## src/rtl/csb_pkg.sv

```systemverilog
package csb_pkg;
  localparam int DATA_W  = 32;
  localparam int CNT_W   = DATA_W / 2;
  localparam int FLAG_W  = 6;
  localparam int TEMP_W  = 12;
  localparam int INFO_WW = 16;
  localparam int INFO_WORDS = 8;
  localparam int INFO_REGS  = INFO_WORDS / 2;

  localparam int STAT0_ADDR  = 'h00;
  localparam int STAT1_ADDR  = 'h01;
  localparam int STROBE_ADDR = 'h20;
  localparam int CTRL1_ADDR  = 'h21;
  localparam int CTRL2_ADDR  = 'h22;
  localparam int INFO_BASE   = 'h40;

  localparam int PB_USER_LO = 0;
  localparam int PB_USER_N  = 4;
  localparam int PB_L1_CLR  = 8;
  localparam int PB_L2_CLR  = 9;
  localparam int PB_SEQ     = 10;
  localparam int PB_REBOOT  = 15;
  localparam int PB_TRIG_LO = 16;
  localparam int PB_TRIG_N  = 16;

  typedef enum logic [2:0] {
    SEL_NONE, SEL_STAT0, SEL_STAT1, SEL_STROBE, SEL_CTRL1, SEL_CTRL2, SEL_INFO
  } reg_sel_e;

  function automatic reg_sel_e csb_decode(input logic [31:0] a);
    if (a == STAT0_ADDR)       return SEL_STAT0;
    else if (a == STAT1_ADDR)  return SEL_STAT1;
    else if (a == STROBE_ADDR) return SEL_STROBE;
    else if (a == CTRL1_ADDR)  return SEL_CTRL1;
    else if (a == CTRL2_ADDR)  return SEL_CTRL2;
    else if (a >= INFO_BASE && a < INFO_BASE + INFO_REGS) return SEL_INFO;
    else return SEL_NONE;
  endfunction

  function automatic logic sel_writable(input reg_sel_e s);
    return (s == SEL_STROBE) || (s == SEL_CTRL1) || (s == SEL_CTRL2);
  endfunction

  function automatic logic [DATA_W-1:0] pack_status0(
      input logic [FLAG_W-1:0] flags, input logic [TEMP_W-1:0] temp);
    return {temp, {(DATA_W-TEMP_W-FLAG_W){1'b0}}, flags};
  endfunction
endpackage

```

## src/rtl/csb_strobe_reg.sv

```systemverilog
module csb_strobe_reg #(
  parameter int W = 32
) (
  input  logic         clk,
  input  logic         rst_n,
  input  logic         wr_en,
  input  logic [W-1:0] wdata,
  output logic [W-1:0] pulse_q
);
  always_ff @(posedge clk or negedge rst_n) begin
    if (!rst_n)     pulse_q <= '0;
    else if (wr_en) pulse_q <= wdata;
    else            pulse_q <= '0;
  end
endmodule

```

## src/rtl/csb_trig_counter.sv

```systemverilog
module csb_trig_counter #(
  parameter int W = 16
) (
  input  logic         clk,
  input  logic         rst_n,
  input  logic         clr,
  input  logic         load,
  input  logic [W-1:0] load_val,
  input  logic         inc,
  output logic [W-1:0] count
);
  function automatic logic [W-1:0] next_count(
      input logic [W-1:0] cur, input logic c, input logic l,
      input logic [W-1:0] lv, input logic i);
    if (c)      return '0;
    else if (l) return lv;
    else if (i) return cur + W'(1);
    else        return cur;
  endfunction

  always_ff @(posedge clk or negedge rst_n) begin
    if (!rst_n) count <= '0;
    else        count <= next_count(count, clr, load, load_val, inc);
  end
endmodule

```

## src/rtl/csb_info_store.sv

```systemverilog
module csb_info_store #(
  parameter int WW    = 16,
  parameter int WORDS = 8,
  parameter logic [WORDS*WW-1:0] INIT = '0,
  localparam int REGS  = WORDS / 2,
  localparam int IDX_W = (REGS > 1) ? $clog2(REGS) : 1
) (
  input  logic [IDX_W-1:0] sel,
  output logic [2*WW-1:0]  pair
);
  logic [2*WW-1:0] pairs [REGS];

  for (genvar n = 0; n < REGS; n++) begin : g_pair
    assign pairs[n] = INIT[2*n*WW +: 2*WW];
  end

  assign pair = pairs[sel];
endmodule

```

## src/rtl/ctrl_stat_bank.sv

```systemverilog
module ctrl_stat_bank
  import csb_pkg::*;
#(
  parameter int          ADDR_W     = 8,
  parameter logic [31:0] BUILD_TIME = 32'h0,
  parameter logic [15:0] VERSION    = 16'h0,
  parameter logic [31:0] HW_INFO    = 32'h0
) (
  input  logic              clk,
  input  logic              rst_n,
  input  logic [ADDR_W-1:0] bus_addr,
  input  logic [31:0]       bus_wdata,
  input  logic              bus_rd,
  input  logic              bus_wr,
  output logic [31:0]       bus_rdata,
  output logic              bus_ack,
  output logic              bus_unknown,
  output logic              bus_err,
  input  logic [5:0]        err_flags_i,
  input  logic [11:0]       temp_i,
  input  logic              lvl1_trig_i,
  input  logic              lvl2_trig_i,
  output logic [3:0]        user_rst_o,
  output logic              seq_rst_o,
  output logic              reboot_o,
  output logic [15:0]       test_trig_o,
  output logic [31:0]       ctrl1_o,
  output logic [31:0]       ctrl2_o
);
  localparam int INFO_IDX_W = (INFO_REGS > 1) ? $clog2(INFO_REGS) : 1;
  localparam int NUM_CNT = 2;
  localparam logic [INFO_WORDS*INFO_WW-1:0] INFO_INIT =
    {{(INFO_WORDS*INFO_WW-96){1'b0}}, HW_INFO, 16'h0, VERSION, BUILD_TIME};

  // Decode
  reg_sel_e sel;
  logic     access, is_write, is_read;
  assign sel      = csb_decode(32'(bus_addr));
  assign is_write = bus_wr;
  assign is_read  = bus_rd & ~bus_wr;
  assign access   = bus_rd | bus_wr;

  // Named events brought out for the checker
  logic strobe_wr_ev, ctrl1_wr_ev, ctrl2_wr_ev;
  assign strobe_wr_ev = is_write && (sel == SEL_STROBE);
  assign ctrl1_wr_ev  = is_write && (sel == SEL_CTRL1);
  assign ctrl2_wr_ev  = is_write && (sel == SEL_CTRL2);

  // Pulse register
  logic [DATA_W-1:0] strobe_q;
  csb_strobe_reg #(.W(DATA_W)) u_strobe (
    .clk(clk), .rst_n(rst_n), .wr_en(strobe_wr_ev),
    .wdata(bus_wdata), .pulse_q(strobe_q)
  );

  assign user_rst_o  = strobe_q[PB_USER_LO +: PB_USER_N];
  assign seq_rst_o   = strobe_q[PB_SEQ];
  assign reboot_o    = strobe_q[PB_REBOOT];
  assign test_trig_o = strobe_q[PB_TRIG_LO +: PB_TRIG_N];

  // Hold registers
  logic [DATA_W-1:0] ctrl1_q, ctrl2_q;
  always_ff @(posedge clk or negedge rst_n) begin
    if (!rst_n) begin
      ctrl1_q <= '0;
      ctrl2_q <= '0;
    end else begin
      if (ctrl1_wr_ev) ctrl1_q <= bus_wdata;
      if (ctrl2_wr_ev) ctrl2_q <= bus_wdata;
    end
  end
  assign ctrl1_o = ctrl1_q;
  assign ctrl2_o = ctrl2_q;

  // Trigger counters: index 0 is level 1, index 1 is level 2
  logic             cnt_clr  [NUM_CNT];
  logic             cnt_load [NUM_CNT];
  logic             cnt_inc  [NUM_CNT];
  logic [CNT_W-1:0] cnt_lval [NUM_CNT];
  logic [CNT_W-1:0] cnt_q    [NUM_CNT];

  assign cnt_clr[0]  = strobe_q[PB_L1_CLR];
  assign cnt_load[0] = ctrl1_wr_ev;
  assign cnt_lval[0] = bus_wdata[CNT_W-1:0];
  assign cnt_inc[0]  = lvl1_trig_i;
  assign cnt_clr[1]  = strobe_q[PB_L2_CLR];
  assign cnt_load[1] = 1'b0;
  assign cnt_lval[1] = '0;
  assign cnt_inc[1]  = lvl2_trig_i;

  for (genvar k = 0; k < NUM_CNT; k++) begin : g_cnt
    csb_trig_counter #(.W(CNT_W)) u_cnt (
      .clk(clk), .rst_n(rst_n), .clr(cnt_clr[k]), .load(cnt_load[k]),
      .load_val(cnt_lval[k]), .inc(cnt_inc[k]), .count(cnt_q[k])
    );
  end

  logic [CNT_W-1:0] lvl1_count;
  logic             lvl1_clr_ev, lvl1_load_ev;
  assign lvl1_count   = cnt_q[0];
  assign lvl1_clr_ev  = cnt_clr[0];
  assign lvl1_load_ev = cnt_load[0];

  // Information store (base is aligned, so low address bits index it)
  logic [DATA_W-1:0] info_pair;
  csb_info_store #(.WW(INFO_WW), .WORDS(INFO_WORDS), .INIT(INFO_INIT)) u_info (
    .sel(bus_addr[INFO_IDX_W-1:0]), .pair(info_pair)
  );

  // Read mux
  logic [DATA_W-1:0] rd_mux;
  always_comb begin
    unique case (sel)
      SEL_STAT0:  rd_mux = pack_status0(err_flags_i, temp_i);
      SEL_STAT1:  rd_mux = {cnt_q[1], cnt_q[0]};
      SEL_CTRL1:  rd_mux = ctrl1_q;
      SEL_CTRL2:  rd_mux = ctrl2_q;
      SEL_INFO:   rd_mux = info_pair;
      default:    rd_mux = '0;
    endcase
  end

  // Registered reply
  logic mapped, writable;
  assign mapped   = (sel != SEL_NONE);
  assign writable = sel_writable(sel);

  always_ff @(posedge clk or negedge rst_n) begin
    if (!rst_n) begin
      bus_rdata   <= '0;
      bus_ack     <= 1'b0;
      bus_unknown <= 1'b0;
      bus_err     <= 1'b0;
    end else begin
      bus_ack     <= access && mapped && (!is_write || writable);
      bus_unknown <= access && !mapped;
      bus_err     <= is_write && mapped && !writable;
      bus_rdata   <= (is_read && mapped) ? rd_mux : '0;
    end
  end
endmodule

```

## config.mk

```make
export PLATFORM = sky130hd
export DESIGN_NAME = ctrl_stat_bank
export DESIGN_NICKNAME = d
export VERILOG_FILES = /design/src/rtl/csb_pkg.sv /design/src/rtl/csb_strobe_reg.sv /design/src/rtl/csb_trig_counter.sv /design/src/rtl/csb_info_store.sv /design/src/rtl/ctrl_stat_bank.sv
export SDC_FILE = /design/constraint.sdc
export NUM_CORES = 1
export LEC_CHECK = 0
export BUFFER_PORTS_ARGS = -buffer_cell sky130_fd_sc_hd__buf_4
export CORE_AREA = 5 5 123 125
export DETAILED_ROUTE_END_ITERATION = 12
export DIE_AREA = 0 0 128 130
export GPL_TIMING_DRIVEN = 0
export PLACE_DENSITY = 0.84
export SLEW_MARGIN = 40
export SYNTH_ARGS = -nofsm -noshare
export SYNTH_HDL_FRONTEND = slang
export SYNTH_SLANG_ARGS = --single-unit
export TNS_END_PERCENT = 100
```

## constraint.sdc

```tcl
create_clock -name clk -period 1.9 [get_ports clk]
set_clock_uncertainty 0.05 [all_clocks]
set_input_delay 0.19 -clock clk [delete_from_list [all_inputs] [get_ports clk]]
set_output_delay 0.19 -clock clk [all_outputs]
set_load 0.05 [all_outputs]
```

==> results of run 1 <==
[worst max-delay path, cell delays in order]
cell      delay, ps
buf_4           140
or3_1           360
clkbuf_2        180
buf_4           210
buf_2           230
nor4b_1         400
o21ai_0         160
a211oi_2        260
[worst paths after layout]
| check | from | endpoint | slack, ps | cells after the start |
|---|---|---|---|---|
| hold / removal | lvl2_trig_i | g_cnt[1].u_cnt.count[0] | 10 | 3 |
| setup reg to reg | g_cnt[0].u_cnt.count[0] | g_cnt[0].u_cnt.count[10] | 70 | 5 |
| min in group asynchronous | rst_n | u_strobe.pulse_q[24] | 140 | 2 |
| hold reg to reg | ctrl2_o[15] | ctrl2_o[15] | 490 | 1 |
| max in group asynchronous | rst_n | g_cnt[0].u_cnt.count[4] | 700 | 4 |
| setup / recovery | bus_addr[6] | bus_rdata[25] | 40 | 8 |
[through the flow]
| stage | utilization, % | power, mW | cell area (sq um) |
|---|---|---|---|
| 6_report | 72.45 | 8.872 | 9978 |
| 5_1_grt | 72.45 | 9.152 | 9978 |
| 4_1_cts | 71.89 | 8.854 | 9902 |
| 3_5_place_dp | 64.52 | 5.161 | 8886 |
| 3_3_place_gp | 64.02 | 5.107 | 8817 |
| 2_1_floorplan | - | 4.608 | 7218 |
[Yosys cell counts, types with 3 or more instances]
cell	n
a211oi_1	32
a21oi_1	5
a22oi_1	14
a2bb2oi_1	14
and2_1	26
and3_1	3
buf_1	4
buf_2	6
buf_6	5
clkbuf_1	30
dfrtp_1	155
inv_1	20
mux2_2	54
mux2_4	28
nand2_1	34
nand3_1	8
nand4_1	12
nor2_1	35
nor3_1	37
nor4_1	6
nor4b_1	18
o21ai_0	22
or3_1	6
xnor2_1	10
xor2_1	15
[cells by family after synthesis]
group / count (synthesis) / share of synthesized area [%]
xor gates and xnor gates: 25 / 3.033
buffers and inverters: 65 / 4.004
muxes: 84 / 14.53
AOI/OAI and AO/OA: 97 / 9.534
and+or+nand+nor: 197 / 14.82
adders and majority gates: 2 / 0.3466
DFF: 155 / 53.74
[routing by layer]
metal | GRT usage, % | part of all wire [%] | vias up
li1 | - | - | 2722
met1 | 33.86 | 40 | 2999
met2 | 43.16 | 49 | 282
met3 | 5.813 | 7.6 | 60
met4 | 12.42 | 3.7 | 0
met5 | 0 | 0 | -
[power by group]
group	internal, mW	switching, mW
Combinational	0.597	0.776
Clock	2.25	1.40
Sequential	3.53	0.314
Total	6.38	2.49
[final cells by class]
cell class,count,area share (%)
sequential,155,38.88
multi-input combinational,405,31.60
timing repair buffer,221,18.01
clock buffer,20,4.476
tap,180,2.257
buffer,42,2.144
clock inverter,12,1.881
inverter,20,0.7524
[what timing repair did]
action | CTS | global route
gates resized for setup | 4 | 29
hold buffers | 36 | 0
buffers inserted | 0 | 0
hold endpoints to repair | 178 | 0
pin swaps | 0 | 1
endpoints found under the setup margin | 44 | 62
[registers in the layout, summed over array words and instances (netlist names)]
name	cells
bus_err	1
bus_unknown	1
ctrl2_o	32
ctrl1_o	32
bus_rdata	32
bus_ack	1
g_cnt.u_cnt.count	32
u_strobe.pulse_q	24
==> flow_summary.ini, run 1 <==
[outcome]
outcome = finished clean

[sta]
setup-tns-final_ps = 0
finalCritPeriodShare_pct = 97.67
setup_slack_ps = 44.31
fmax_ghz = 0.5389
max-slew-margin-rel_pct = 45.43
rsz0062_at_grt = yes
hold_slack_ps = 14.98
final-hold-violation-count = 0
setup_viol = 0
final_max_slew_viol_count = 0
fin_crit_ps = 1856
worstMarginPinSlew_ps = 811.1

[grt]
overflow = 0
grt_max_degree = 68
grt_antenna_before_repair = 0
grt_pass1_wl_mm = 33.90
grt_usage_pct = 26.44
grt_pass1_vias = 6226

[floorplan]
rows = 43
die_height_microns = 130
io_pins = 185
die_x_microns = 128
fp.coreArea_sq_mm = 0.01377
start_util_pct = 52.41
die_area_sq_mm = 0.01664

[critical_path]
worstPathMaxFanout = 10
end_kind = flip-flop
arrival_ps = 2140
required_ps = 2180
cp-start-kind = primary input
crit_type = in2reg

[layout]
area_growth_syn_to_layout_pct = 38.24
filler_cell_count = 934
layout.nets = 928
diodes = 0
final_cell_mix = buf_4, dfrtp_1, mux2_2
regArea_sq_mm = 0.003880
multiInputGateArea_sq_mm = 0.003153
layout_commonest_cell = buf_4
final_cell_count_no_fill = 1055
drive_above_1_share_pct = 37.94

[placement]
hpwl_mm = 14.92
preCtsSetupSlack_ps = -715.7
place.gp.congestion = 0.9309
dp.cells = 990
io_buffers = 183

[synthesis]
synth_top_cell_by_area = dfrtp_1
avgSynthCellArea_sq_um = 11.55
ys_types = 43
synthArstFlopShare_pct = 100.0
yosys-top-cells-area = dfrtp_1, mux2_2, mux2_4
yosys_warnings = 0
synth_edf_count = 0
synth_nets = 691
yosysTopAreaCellShare_pct = 53.74
syn_inst = 625
ys.flop_type = dfrtp_1
netlist_area_sq_mm = 0.007218
ys_ff_latch = 155
yosysSeqAreaShare_pct = 53.74

[route]
vias_per_cell = 5.747
drtIter0Drc = 466
first_pass_iters = 5
vias = 6063
wl_per_cell_microns = 20.71
wirelength_mm = 21.85
drc = 0
ant_nets = 0

[hold_path]
holdCritPathClass = in2reg

[pwr]
vdd_drop_max_v = 0.0006780
powerDensity_mw_per_mm2 = 889.1
p_leak_nw = 4.726

[clock_tree]
clk_path_buf_depth = 2
cts_sinks = 155
clkSlewWorstSetupHoldPaths_ps = 60
cts_tree = yes
cts_root_buf = clkbuf_16
clk_latency_ps = 430
htreeDepth = 4
numCtsBuffers = 17

[run]
max_cap_violations = 0
(Power assumes the default switching activity.)
==> run 2, diff against run 1 <==
- BUFFER_PORTS_ARGS: -buffer_cell sky130_fd_sc_hd__buf_4 -> -buffer_cell sky130_fd_sc_hd__buf_2
- PLACE_DENSITY: 0.84 -> not set
- PLACE_DENSITY_LB_ADDON: not set -> 0.3
==> run 2 against run 1 <==
Compared with the run above: clock power is 6.3% lower; core utilization decreased by 3.6 points; routed wire length shrank 4.1%; critical path type is now reg2reg; worst setup slack improved by 6.5 ps; worst hold slack worse by 2.2 ps; largest power group unchanged; sequential share of layout area up 2.0 points; final cell count is 0.28% higher; register-to-register slack got worse by 20 ps; sequential power barely moved; count of clock-buffer cells in the layout grew 4.
==> flow_summary.ini, run 2 (synthesis gave the netlist of run 1 again) <==
[grt]
overflow = 0
grt_antenna_before_repair = 4
grt_usage_pct = 25.67
grt_pass1_vias = 6226
grt_pass1_wl_mm = 33.04
grt_max_degree = 54

[hold_path]
holdCritPathClass = in2reg

[floorplan]
fp.coreArea_sq_mm = 0.01377
die_height_microns = 130
io_pins = 185
die_x_microns = 128
start_util_pct = 52.41
rows = 43
die_area_sq_mm = 0.01664

[layout]
final_cell_mix = buf_2, dfrtp_1, mux2_2
final_area_sq_mm = 0.009484
fin_util_pct = 68.86
layout_commonest_cell = buf_2
drive_above_1_share_pct = 37.51
layout.nets = 930
area_growth_syn_to_layout_pct = 31.39

[critical_path]
worstPathMaxFanout = 4
required_ps = 2190
crit_type = reg2reg
arrival_ps = 2140
end_kind = flip-flop
cp-start-kind = flip-flop

[clock_tree]
numCtsBuffers = 17
htreeDepth = 4
cts_sinks = 155
clk_path_buf_depth = 2
cts_root_buf = clkbuf_16
cts_tree = yes
clk_latency_ps = 430
clkSlewWorstSetupHoldPaths_ps = 60

[route]
first_pass_iters = 5
drc = 0
drtIter0Drc = 428
wirelength_mm = 20.97
ant_nets = 0
wl_per_cell_microns = 19.82
vias = 5988
vias_per_cell = 5.660

[pwr]
powerDensity_mw_per_mm2 = 900.1
vdd_drop_max_v = 0.0007104
p_leak_nw = 4.658

[sta]
finalCritPeriodShare_pct = 97.33
max-slew-margin-rel_pct = 53.73
fmax_ghz = 0.5408
setup_slack_ps = 50.80
final-hold-violation-count = 0
final_max_slew_viol_count = 0
worstMarginPinSlew_ps = 694.1
setup_viol = 0
fin_crit_ps = 1849

[placement]
place.gp.congestion = 0.9242
hpwl_mm = 15.16
dpl-instance-area_sq_mm = 0.008437
io_buffers = 183
preCtsSetupSlack_ps = -703.2

[run]
max_cap_violations = 0

[outcome]
outcome = finished clean
==> run 2: metal layers <==
| layer | track usage [%] | share of wire [%] |
|---|---|---|
| met1 | 31.59 | 39 |
| met4 | 8.926 | 2.2 |
| met3 | 6.222 | 7.5 |
| met2 | 44.49 | 51 |
| met5 | 0 | 0.16 |
==> run 2: power by group <==
group	internal (mW)	switching (mW)	leakage [nW]
registers	3.53	0.300	2.12
clock network	2.08	1.34	0.283
logic	0.525	0.760	2.26
==> run 2: cell type report <==
class,count,area (sq um)
clock inverters,8,108.9
diodes,1,2.502
inverters,20,75.07
repair buffers,223,1354
clock buffers,24,491.7
fillers,1048,4289
plain buffers,42,211.5
flip-flops and latches,155,3880
well taps,180,225.2
multi-input cells,405,3136
==> run 2: through the flow <==
stage               hold WS (ps)  power, mW  cells  setup TNS [ps]
global route               5.995      8.835   1058          -37.56
detailed placement         79.68      5.083    990          -50610
floorplan                 -155.6      4.608    625           -2073
finish                     12.75      8.537   1058               0
CTS                        3.741      8.546   1056               0
global placement           364.6      5.010    988         -290580
==> run 2: worst max-delay path, cell delays in order, from the launching register on <==
cell and delay (ps):
dfrtp_1 410, ha_1 210, nand3_1 160, or4_1 540
xor2_1 170, a211oi_1 230
==> run 2: what timing repair did <==
action,4_1_cts,5_1_grt
resized for setup,3,22
pin swaps,0,3
endpoints found under the setup margin,43,67
setup buffers,0,3
hold endpoints to repair,138,0
hold buffers,35,0
==> run 2: worst paths after layout <==
path / startpoint / to / slack (ps) / depth (start not counted)
setup / recovery: g_cnt[0].u_cnt.count[0] / g_cnt[0].u_cnt.count[10] / 50 / 5
hold / removal: bus_wdata[5] / ctrl1_o[5] / 10 / 2
setup reg to reg: g_cnt[0].u_cnt.count[0] / g_cnt[0].u_cnt.count[10] / 50 / 5
hold reg to reg: ctrl2_o[14] / ctrl2_o[14] / 490 / 1
max in group asynchronous: rst_n / ctrl1_o[2] / 980 / 3
min in group asynchronous: rst_n / ctrl1_o[20] / 220 / 2
==> run 3, diff against run 2 <==
- BUFFER_PORTS_ARGS: -buffer_cell sky130_fd_sc_hd__buf_2 -> -buffer_cell sky130_fd_sc_hd__clkbuf_2
==> run 3 against run 2 <==
Compared with the run above: sequential power about the same; combinational power about the same; count of clock-buffer cells in the layout decreased by 3; sequential share of layout area about the same; total power increased by 0.66%; core utilization about the same.
==> flow_summary.ini, run 3 (synthesis gave the netlist of run 1 again) <==
[floorplan]
die_x_microns = 128
rows = 43
io_pins = 185
fp.coreArea_sq_mm = 0.01377
start_util_pct = 52.41
die_area_sq_mm = 0.01664
die_height_microns = 130

[route]
wl_per_cell_microns = 19.67
ant_nets = 0
drtIter0Drc = 387
first_pass_iters = 5
drc = 0
vias_per_cell = 5.689
wirelength_mm = 20.74
vias = 5996

[clock_tree]
cts_tree = yes
cts_root_buf = clkbuf_16
clk_path_buf_depth = 2
htreeDepth = 4
numCtsBuffers = 17
cts_sinks = 155
clk_latency_ps = 430
clkSlewWorstSetupHoldPaths_ps = 60

[placement]
dp.cells = 990
io_buffers = 183
dpl-instance-area_sq_mm = 0.008436
hpwl_mm = 15.11
place.gp.congestion = 0.9176

[layout]
fin_util_pct = 68.81
final_cell_mix = clkbuf_2, dfrtp_1, mux2_2
final_area_sq_mm = 0.009478
multiInputGateArea_sq_mm = 0.003151
layout.nets = 928
drive_above_1_share_pct = 38.56
final_cell_count_no_fill = 1054
area_growth_syn_to_layout_pct = 31.31
filler_cell_count = 1055
regArea_sq_mm = 0.003879
diodes = 0
layout_commonest_cell = clkbuf_2

[pwr]
p_sw_mw = 2.372
seqPwrFrac_pct = 44.6
powerDensity_mw_per_mm2 = 906.7
clock_power_share_pct = 40.4
vdd_drop_max_v = 0.0006329
pwr-share-comb_pct = 15.0
switching_share_pct = 27.60
p_leak_nw = 4.571
internal_power_mw = 6.221

[grt]
overflow = 0
grt_max_degree = 66
grt_usage_pct = 25.09
grt_antenna_before_repair = 0
grt_pass1_wl_mm = 32.52
grt_pass1_vias = 6184

[critical_path]
cp-start-kind = primary input
r2r_end = g_cnt[0].u_cnt.count[14]
worstPathMaxFanout = 10
reg2reg_depth = 5
crit_type = in2reg
required_ps = 2170
end_kind = flip-flop
path_cells = clkbuf_2 -> or3_1 -> clkbuf_1 -> buf_4 -> buf_2 -> nor4b_1 -> o21ai_0 -> a211oi_2
critPathSlowestCell = or3_1
timing.rr.start = g_cnt[0].u_cnt.count[1]
rrSetupSlack_ps = 110
worst-path-buf-inv = 4
timing.critical_path.from = bus_addr[6]
cpLargestDelayFamily = buffers and inverters
arrival_ps = 2090
worst_path_largest_cell_delay_ps = 380

[run]
max_cap_violations = 0

[sta]
fin_crit_ps = 1821
final-hold-violation-count = 0
rsz0062_at_grt = yes
setup_viol = 0
worstMarginPinSlew_ps = 685.5
setup-tns-final_ps = 0
max-slew-margin-rel_pct = 53.92
final_max_slew_viol_count = 0
finalCritPeriodShare_pct = 95.83
fmax_ghz = 0.5492

[hold_path]
holdPathEnd = u_strobe.pulse_q[3]
whs_path_depth = 2
holdCritPathClass = in2reg
hp-start = bus_wdata[3]

[outcome]
outcome = finished clean
==> run 3: worst max-delay path by stage <==
stage                         end  slack [ps]  depth (start not counted)
finish               bus_rdata[5]          80                          8
global route        bus_rdata[25]         -50                          8
floorplan             ctrl1_o[10]         -80                          7
global placement       ctrl1_o[2]       -1900                          1
CTS                  bus_rdata[5]          20                          8
detailed placement     ctrl2_o[6]        -720                          5
==> run 3: power groups by stage <==
| stage | combinational (mW) | sequential [mW] | clock [mW] |
|---|---|---|---|
| finish | 1.29 | 3.83 | 3.48 |
| global route | 1.39 | 3.86 | 3.65 |
| CTS | 1.26 | 3.83 | 3.51 |
| detailed placement | 1.19 | 3.88 | 0 |
| global placement | 1.14 | 3.87 | 0 |
| floorplan | 0.575 | 4.03 | 0 |
==> run 3: per-layer routing <==
metal | routed length [microns] | GRT usage, % | vias up | part of all wire (%)
met4 | 502 | 8.989 | 0 | 2.4
met5 | 0 | 0 | - | 0
met3 | 1470 | 5.444 | 36 | 7.1
met1 | 8331 | 31.43 | 3004 | 40
li1 | - | - | 2717 | -
met2 | 10430 | 43.19 | 239 | 50
==> run 3: final cells by class <==
| class | count | share of cell area, % |
|---|---|---|
| Sequential cell | 155 | 40.92 |
| Tap cell | 180 | 2.376 |
| Clock inverter | 10 | 1.479 |
| Clock buffer | 21 | 4.964 |
| Buffer | 43 | 2.297 |
| Timing Repair Buffer | 220 | 13.93 |
| Inverter | 20 | 0.7921 |
| Multi-Input combinational cell | 405 | 33.24 |
==> run 3: worst register-to-register path: stages (launching register included) <==
cell and delay [ps]:
dfrtp_1 390, ha_1 210, and3_2 240, nand3_1 110, or4_1 420, a311oi_1 270
==> run 3: per-stage QoR <==
step | setup slack (ps) | hold slack [ps] | power (mW)
finish | 79.18 | 7.655 | 8.593
CTS | 15.38 | 0.6730 | 8.596
global placement | -1896 | 367.6 | 5.010
detailed placement | -717.9 | 81.22 | 5.076
floorplan | -75.61 | -155.6 | 4.608
global route | -54.57 | 12.93 | 8.902
==> run 3: timing repair <==
action | 4_1_cts | 5_1_grt
buffers inserted | 0 | 4
hold buffers | 31 | 0
gates resized for setup | 3 | 28
pin swaps | 0 | 3
setup endpoints to repair | 42 | 70
hold endpoints to repair | 146 | 0
